## config.mk

```make
export PLATFORM = sky130hd
export DESIGN_NAME = icache_top
export DESIGN_NICKNAME = d
export VERILOG_FILES = /design/src/rtl/icache_pkg.sv /design/src/rtl/icache_regs.sv /design/src/rtl/icache_store.sv /design/src/rtl/icache_fetch.sv /design/src/rtl/icache_top.sv
export SDC_FILE = /design/constraint.sdc
export NUM_CORES = 2
export LEC_CHECK = 0
export BUFFER_PORTS_ARGS = -buffer_cell sky130_fd_sc_hd__buf_4
export CAP_MARGIN = 5
export CORE_ASPECT_RATIO = 1.4
export CORE_MARGIN = 10
export CORE_UTILIZATION = 39
export DETAILED_ROUTE_END_ITERATION = 10
export PLACE_DENSITY_LB_ADDON = 0.15
export SLEW_MARGIN = 20
export SYNTH_ARGS = -nofsm -noshare
export SYNTH_HDL_FRONTEND = slang
export SYNTH_SLANG_ARGS = --single-unit
```

## constraint.sdc

```tcl
create_clock -name clk -period 8.9 [get_ports clk]
set_input_delay 0.89 -clock clk [delete_from_list [all_inputs] [get_ports clk]]
set_output_delay 0.89 -clock clk [all_outputs]
set_load 0.01 [all_outputs]
```

## src/rtl/icache_pkg.sv

```systemverilog
package icache_pkg;

    localparam int unsigned XLEN       = 32;
    localparam int unsigned LINE_IDX_W = 6;
    localparam int unsigned WORD_OFS_W = 2;

    // control register bit positions (software visible)
    localparam int unsigned CB_ENABLE   = 0;
    localparam int unsigned CB_FREEZE   = 1;
    localparam int unsigned CB_DROP_ONE = 2;
    localparam int unsigned CB_DROP_ALL = 3;

    typedef struct packed {
        logic freeze;
        logic enable;
    } ctl_t;

    typedef enum logic {
        REG_CTL  = 1'b0,
        REG_ADDR = 1'b1
    } reg_sel_e;

    typedef enum logic {
        FS_LOOKUP = 1'b0,
        FS_REFILL = 1'b1
    } fstate_e;

    function automatic logic [XLEN-1:0] ctl_view(ctl_t c);
        logic [XLEN-1:0] v;
        v            = '0;
        v[CB_ENABLE] = c.enable;
        v[CB_FREEZE] = c.freeze;
        return v;
    endfunction

endpackage

```

## src/rtl/icache_regs.sv

```systemverilog
module icache_regs
    import icache_pkg::*;
#(
    parameter int unsigned REG_W  = XLEN,
    parameter int unsigned IDX_W  = LINE_IDX_W,
    parameter int unsigned OFS_W  = WORD_OFS_W
) (
    input  logic             clk,
    input  logic             rst,
    input  logic             wr,
    input  logic             sel,
    input  logic [REG_W-1:0] wdata,
    output logic [REG_W-1:0] rdata,
    output ctl_t             ctl,
    output logic             drop_one,
    output logic             drop_all,
    output logic [IDX_W-1:0] drop_idx
);

    ctl_t             ctl_q;
    logic [REG_W-1:0] addr_q;
    logic             ctl_wr;
    logic             addr_wr;

    assign ctl_wr  = wr && (reg_sel_e'(sel) == REG_CTL);
    assign addr_wr = wr && (reg_sel_e'(sel) == REG_ADDR);

    always_ff @(posedge clk) begin
        if (rst) begin
            ctl_q  <= '0;
            addr_q <= '0;
        end else begin
            if (ctl_wr) begin
                ctl_q.enable <= wdata[CB_ENABLE];
                ctl_q.freeze <= wdata[CB_FREEZE];
            end
            if (addr_wr) begin
                addr_q <= wdata;
            end
        end
    end

    // trigger bits act on the same edge as the write; never stored
    assign drop_one = ctl_wr && wdata[CB_DROP_ONE];
    assign drop_all = ctl_wr && wdata[CB_DROP_ALL];
    assign drop_idx = addr_q[IDX_W+OFS_W-1:OFS_W];

    assign ctl   = ctl_q;
    assign rdata = (reg_sel_e'(sel) == REG_ADDR) ? addr_q : ctl_view(ctl_q);

    AST_RESET_DISABLED: assert property (@(posedge clk) disable iff (rst)
        $past(rst) |-> (ctl_q == '0) && (addr_q == '0));

    AST_CTL_ONLY_BY_WRITE: assert property (@(posedge clk) disable iff (rst)
        !ctl_wr |=> $stable(ctl_q));

endmodule

```

## src/rtl/icache_store.sv

```systemverilog
module icache_store
    import icache_pkg::*;
#(
    parameter int unsigned IDX_W  = LINE_IDX_W,
    parameter int unsigned TAG_W  = XLEN - LINE_IDX_W - WORD_OFS_W,
    parameter int unsigned DATA_W = XLEN
) (
    input  logic              clk,
    input  logic              rst,
    input  logic [IDX_W-1:0]  rd_idx,
    output logic              rd_valid,
    output logic [TAG_W-1:0]  rd_tag,
    output logic [DATA_W-1:0] rd_data,
    input  logic              wr_en,
    input  logic [IDX_W-1:0]  wr_idx,
    input  logic [TAG_W-1:0]  wr_tag,
    input  logic [DATA_W-1:0] wr_data,
    input  logic              drop_one,
    input  logic [IDX_W-1:0]  drop_idx,
    input  logic              drop_all
);

    localparam int unsigned ENTRIES = 1 << IDX_W;

    logic [ENTRIES-1:0] valid_q;
    logic [TAG_W-1:0]   tag_mem  [ENTRIES];
    logic [DATA_W-1:0]  data_mem [ENTRIES];

    generate
        for (genvar e = 0; e < ENTRIES; e++) begin : g_valid
            logic hit_drop;
            logic hit_fill;
            assign hit_drop = drop_one && (drop_idx == IDX_W'(e));
            assign hit_fill = wr_en && (wr_idx == IDX_W'(e));
            // invalidation has priority over a fill on the same edge
            always_ff @(posedge clk) begin
                if (rst || drop_all || hit_drop) begin
                    valid_q[e] <= 1'b0;
                end else if (hit_fill) begin
                    valid_q[e] <= 1'b1;
                end
            end
        end
    endgenerate

    always_ff @(posedge clk) begin
        if (wr_en) begin
            tag_mem[wr_idx]  <= wr_tag;
            data_mem[wr_idx] <= wr_data;
        end
    end

    assign rd_valid = valid_q[rd_idx];
    assign rd_tag   = tag_mem[rd_idx];
    assign rd_data  = data_mem[rd_idx];

    AST_DROP_ALL_EMPTIES: assert property (@(posedge clk) disable iff (rst)
        drop_all |=> (valid_q == '0));

    AST_DROP_ONE_CLEARS: assert property (@(posedge clk) disable iff (rst)
        drop_one |=> !valid_q[$past(drop_idx)]);

    AST_DROP_BEATS_FILL: assert property (@(posedge clk) disable iff (rst)
        (drop_one && wr_en && (drop_idx == wr_idx)) |=> !valid_q[$past(wr_idx)]);

endmodule

```

## src/rtl/icache_fetch.sv

```systemverilog
module icache_fetch
    import icache_pkg::*;
#(
    parameter int unsigned ADDR_W = XLEN,
    parameter int unsigned DATA_W = XLEN,
    parameter int unsigned IDX_W  = LINE_IDX_W,
    parameter int unsigned OFS_W  = WORD_OFS_W,
    parameter int unsigned TAG_W  = ADDR_W - IDX_W - OFS_W
) (
    input  logic              clk,
    input  logic              rst,
    input  ctl_t              ctl,
    input  logic              fetch_req,
    input  logic [ADDR_W-1:0] fetch_addr,
    output logic              fetch_ready,
    output logic [DATA_W-1:0] fetch_data,
    output logic              mem_req,
    output logic [ADDR_W-1:0] mem_addr,
    input  logic              mem_ack,
    input  logic [DATA_W-1:0] mem_data,
    output logic [IDX_W-1:0]  rd_idx,
    input  logic              rd_valid,
    input  logic [TAG_W-1:0]  rd_tag,
    input  logic [DATA_W-1:0] rd_data,
    output logic              fill_we,
    output logic [IDX_W-1:0]  fill_idx,
    output logic [TAG_W-1:0]  fill_tag,
    output logic [DATA_W-1:0] fill_data
);

    fstate_e           state_q, state_d;
    logic [ADDR_W-1:0] miss_addr_q;
    logic              lookup_hit;
    logic [OFS_W-1:0]  unused_ofs;

    assign unused_ofs = fetch_addr[OFS_W-1:0];

    assign rd_idx     = fetch_addr[IDX_W+OFS_W-1:OFS_W];
    assign lookup_hit = ctl.enable && rd_valid
                        && (rd_tag == fetch_addr[ADDR_W-1:IDX_W+OFS_W]);

    always_comb begin
        state_d     = state_q;
        fetch_ready = 1'b0;
        fetch_data  = rd_data;
        mem_req     = 1'b0;
        fill_we     = 1'b0;
        unique case (state_q)
            FS_LOOKUP: begin
                if (fetch_req) begin
                    if (lookup_hit) begin
                        fetch_ready = 1'b1;
                    end else begin
                        state_d = FS_REFILL;
                    end
                end
            end
            FS_REFILL: begin
                mem_req    = 1'b1;
                fetch_data = mem_data;
                if (mem_ack) begin
                    fetch_ready = 1'b1;
                    fill_we     = ctl.enable && !ctl.freeze;
                    state_d     = FS_LOOKUP;
                end
            end
            default: state_d = FS_LOOKUP;
        endcase
    end

    always_ff @(posedge clk) begin
        if (rst) begin
            state_q     <= FS_LOOKUP;
            miss_addr_q <= '0;
        end else begin
            state_q <= state_d;
            if (state_q == FS_LOOKUP && state_d == FS_REFILL) begin
                miss_addr_q <= fetch_addr;
            end
        end
    end

    assign mem_addr  = miss_addr_q;
    assign fill_idx  = miss_addr_q[IDX_W+OFS_W-1:OFS_W];
    assign fill_tag  = miss_addr_q[ADDR_W-1:IDX_W+OFS_W];
    assign fill_data = mem_data;

    AST_FROZEN_NO_FILL: assert property (@(posedge clk) disable iff (rst)
        ctl.freeze |-> !fill_we);

    AST_DISABLED_GOES_OUT: assert property (@(posedge clk) disable iff (rst)
        (fetch_ready && !ctl.enable) |-> (mem_req && mem_ack));

    AST_REQ_HELD: assert property (@(posedge clk) disable iff (rst)
        (mem_req && !mem_ack) |=> (mem_req && $stable(mem_addr)));

    AST_HIT_WITHOUT_BUS: assert property (@(posedge clk) disable iff (rst)
        (fetch_ready && !mem_req) |-> (ctl.enable && rd_valid));

endmodule

```

## src/rtl/icache_top.sv

```systemverilog
module icache_top
    import icache_pkg::*;
#(
    parameter int unsigned ADDR_W = XLEN,
    parameter int unsigned DATA_W = XLEN,
    parameter int unsigned IDX_W  = LINE_IDX_W
) (
    input  logic              clk,
    input  logic              rst,
    input  logic              fetch_req,
    input  logic [ADDR_W-1:0] fetch_addr,
    output logic              fetch_ready,
    output logic [DATA_W-1:0] fetch_data,
    output logic              mem_req,
    output logic [ADDR_W-1:0] mem_addr,
    input  logic              mem_ack,
    input  logic [DATA_W-1:0] mem_data,
    input  logic              reg_wr,
    input  logic              reg_sel,
    input  logic [ADDR_W-1:0] reg_wdata,
    output logic [ADDR_W-1:0] reg_rdata
);

    localparam int unsigned OFS_W = WORD_OFS_W;
    localparam int unsigned TAG_W = ADDR_W - IDX_W - OFS_W;

    ctl_t              ctl;
    logic              drop_one, drop_all;
    logic [IDX_W-1:0]  drop_idx;
    logic [IDX_W-1:0]  rd_idx;
    logic              rd_valid;
    logic [TAG_W-1:0]  rd_tag;
    logic [DATA_W-1:0] rd_data;
    logic              fill_we;
    logic [IDX_W-1:0]  fill_idx;
    logic [TAG_W-1:0]  fill_tag;
    logic [DATA_W-1:0] fill_data;

    icache_regs #(
        .REG_W (ADDR_W),
        .IDX_W (IDX_W),
        .OFS_W (OFS_W)
    ) u_regs (
        .clk      (clk),
        .rst      (rst),
        .wr       (reg_wr),
        .sel      (reg_sel),
        .wdata    (reg_wdata),
        .rdata    (reg_rdata),
        .ctl      (ctl),
        .drop_one (drop_one),
        .drop_all (drop_all),
        .drop_idx (drop_idx)
    );

    icache_store #(
        .IDX_W  (IDX_W),
        .TAG_W  (TAG_W),
        .DATA_W (DATA_W)
    ) u_store (
        .clk      (clk),
        .rst      (rst),
        .rd_idx   (rd_idx),
        .rd_valid (rd_valid),
        .rd_tag   (rd_tag),
        .rd_data  (rd_data),
        .wr_en    (fill_we),
        .wr_idx   (fill_idx),
        .wr_tag   (fill_tag),
        .wr_data  (fill_data),
        .drop_one (drop_one),
        .drop_idx (drop_idx),
        .drop_all (drop_all)
    );

    icache_fetch #(
        .ADDR_W (ADDR_W),
        .DATA_W (DATA_W),
        .IDX_W  (IDX_W),
        .OFS_W  (OFS_W),
        .TAG_W  (TAG_W)
    ) u_fetch (
        .clk         (clk),
        .rst         (rst),
        .ctl         (ctl),
        .fetch_req   (fetch_req),
        .fetch_addr  (fetch_addr),
        .fetch_ready (fetch_ready),
        .fetch_data  (fetch_data),
        .mem_req     (mem_req),
        .mem_addr    (mem_addr),
        .mem_ack     (mem_ack),
        .mem_data    (mem_data),
        .rd_idx      (rd_idx),
        .rd_valid    (rd_valid),
        .rd_tag      (rd_tag),
        .rd_data     (rd_data),
        .fill_we     (fill_we),
        .fill_idx    (fill_idx),
        .fill_tag    (fill_tag),
        .fill_data   (fill_data)
    );

endmodule

```

==> metrics.txt <==
outcome=finished clean; min-delay worst type=in -> reg; CP max FO=71; Num Clock Sinks=3715; Max-cap violations=0; Crit-path slowest cell=nor2b_1; post-synth cell types=77; area grow syn2layout=14.2%; global-route wire length before repair=635000 um; Placer Congestion=0.824; worst-path cell chain=buf_16 > buf_12 > nor2b_1 > a32oi_1 > a41oi_1 > a311oi_1 > mux2_2 > a22oi_2 > nand4b_1 > nor4_4 > nand3_1 > o21ai_0 > buf_4; I/O Buffers=199; post-synthesis compound-gate area fraction=0.0203; RSZ-0062 raised after global routing=false; post-layout util=0.447; Cell Area, Synth=144000 um2; Synth Instances=6464; CTS Hold Bufs=0; setup bufs post-CTS=0; Worst Path Buf+Inv=3; Rows=263; actual slew at the worst max-slew pin=1.20 ns; Synthesis Warnings=0; setup tns final=0 ns; CTS buffer count=373; Worst VDD drop=0.163 mV; CTS tree=built; sequential cell area fraction in the yosys report=0.768; Die W=533 um; area leader, netlist=edfxtp_1; Crit path max-delay family=simple AND/OR/NAND/NOR gates; final hold violations=0; gr usage total=0.231; initial core utilization=0.392; Register Area=110000 um2; P_leak=52.2 nW; FILL cells=31099; Clock Skew=0.0616 ns; 1st-pass router iterations=5; total routed wirelength=467000 um; dominant synthesized flop cell=edfxtp_1; top-area cell type share of the netlist area=0.750; mux contribution to synthesized area=0.174; initial detailed-routing violation count=8424; Vias=72132; asr flop ratio synth=0; max-slew violation count=0; initial antenna violation count=16; Syn Nets=6566; worst hold margin=0.207 ns; H-tree levels=5; drt wl/cell=38.6 um; Min Clock Period, post-route=6.75 ns; Yosys reg bits=3715; Fmax=0.148 GHz; Die Ht=738 um; Worst-path clk slew=0.06 ns; Crit path largest cell delay=0.70 ns; crit path DAT=5.86 ns; largest family of logic cells by synthesized area=multiplexers; Top-Level Pins=200; Post-Synth Adder-Cell Area=0; post-detail-place hpwl=249000 um; total power=36.5 mW; CTS root buf=clkbuf_16; Syn Area/Cell=22.2 um2; post-CTS sizing=0; largest cells by area after synthesis=edfxtp_1 75%, mux4_2 15%, mux2i_1 2.0%, dfxtp_1 1.8%, a22oi_1 0.53%; Final nets=6992; relative slew slack=0.196; final setup violation count=0; crit path launch type=primary input; Clock Latency Late Sink=0.95 ns; vias in the first global route=73763; area of the die=393000 um2; critical path capture point type=output port; Via density=5.96; pwr/cell area=223 nW/um2; GRT Residual Overflow=0; CTS Buffer Depth=4; layout cell share with drive strength beyond 1=0.287; largest net degree at the start of global routing=145; critical path type=in -> out; final period utilization=0.758; core area=367000 um2; Synth Area in Simple Gates=0.0220; Post-synth EDFFs=3584; Crit path required time=8.01 ns; XOR/XNOR share of the synthesized area=0.00171; # DRC=0; Antenna Nets Post-Route=0; area of the multi-input gates=31900 um2
## tightest hold or removal path: stages
cell and delay [ns]:
buf_4 0.11, nand2b_1 0.05, mux2i_1 0.06
## layout make-up
type,instances,share of cell area
Antenna cell,4,0.0000610
Clock buffer,474,0.0604
Clock inverter,204,0.0113
Inverter,9,0.000282
Multi-Input combinational cell,2373,0.194
Sequential cell,3715,0.673
Tap cell,4902,0.0374
Timing Repair Buffer,418,0.0236
## synth_stat cells (all sizes together), types with 3 or more instances
cell type  number
edfxtp       3584
mux4          964
mux2i         284
buf           196
nand2         177
clkbuf        171
nor2          144
dfxtp         131
a22oi         103
a21oi          97
nand2b         84
a211oi         60
nand3          54
mux2           43
and2           42
o22ai          32
nor3           28
nand4          27
nor2b          26
o21ai          21
xor2           15
a221oi         14
a31oi          14
a32oi          14
and3           14
xnor2          13
nor3b           9
nor4            8
o21a            8
a22o            7
inv             7
or3             7
a2111oi         6
o211ai          5
o221ai          5
a2bb2oi         4
a41oi           4
and4            4
or2             4
a311oi          3
nand3b          3
o41ai           3
or4             3
## worst paths after layout
kind / slack [ns] / end / cells past startpoint / start
setup reg to reg: 4.03 / u_store.tag_mem[29][20] / 7 / u_fetch.state_q
setup / recovery: 2.15 / fetch_ready / 13 / fetch_addr[2]
hold reg to reg: 0.45 / u_regs.addr_q[15] / 2 / u_regs.addr_q[15]
hold / removal: 0.21 / u_fetch.mem_addr[0] / 3 / fetch_addr[0]
## cells by family (layout without fill, tap and decap cells)
logic type | after synthesis | after routing
DFF | 3715 | 3715
muxes | 1291 | 1291
and+or+nand+nor | 639 | 639
AOI/OAI and AO/OA | 415 | 415
buffers and inverters | 376 | 1105
xor gates and xnor gates | 28 | 28
other | 0 | 4
## through the flow
step,cell area [um2],setup slack (ns),instances
final,164000,2.15,12099
after global routing,164000,2.07,12096
after CTS,164000,2.13,12093
after detailed placement,152000,2.16,11415
after global placement,152000,2.06,11406
after floorplan,144000,2.86,6464
## cell usage in the layout (no fill, tap or decap), types with 56 or more instances in the layout
cell type	count
nor2_4	56
clkinv_2	64
a22oi_1	102
clkbuf_16	377
nand2_1	176
clkinv_1	74
mux4_2	964
mux2i_1	284
edfxtp_1	3584
clkbuf_1	87
a21oi_1	97
dfxtp_1	106
a211oi_1	60
buf_4	359
nand2b_1	84
nor2_1	85
## state kept, by name, summed over array words and instances (netlist names)
name              count
u_regs.addr_q        32
u_store.tag_mem    1536
u_fetch.state_q       1
u_fetch.mem_addr     32
u_store.data_mem   2048
u_regs.ctl            2
u_store.valid_q      64
## per-layer routing
| layer | vias up | wire [um] | GRT usage |
|---|---|---|---|
| met1 | 40345 | 183000 | 0.300 |
| met5 | - | 31 | 0 |
| met2 | 2891 | 241000 | 0.406 |
| met3 | 692 | 25700 | 0.0287 |
| met4 | 4 | 17700 | 0.0771 |
| li1 | 28200 | - | - |
## report_power, final
part	switching (mW)	internal [mW]	total, mW
Clock	6.81	8.65	15.5
Combinational	1.10	0.701	1.80
Sequential	0.0729	19.2	19.3
(Power assumes the default switching activity.)
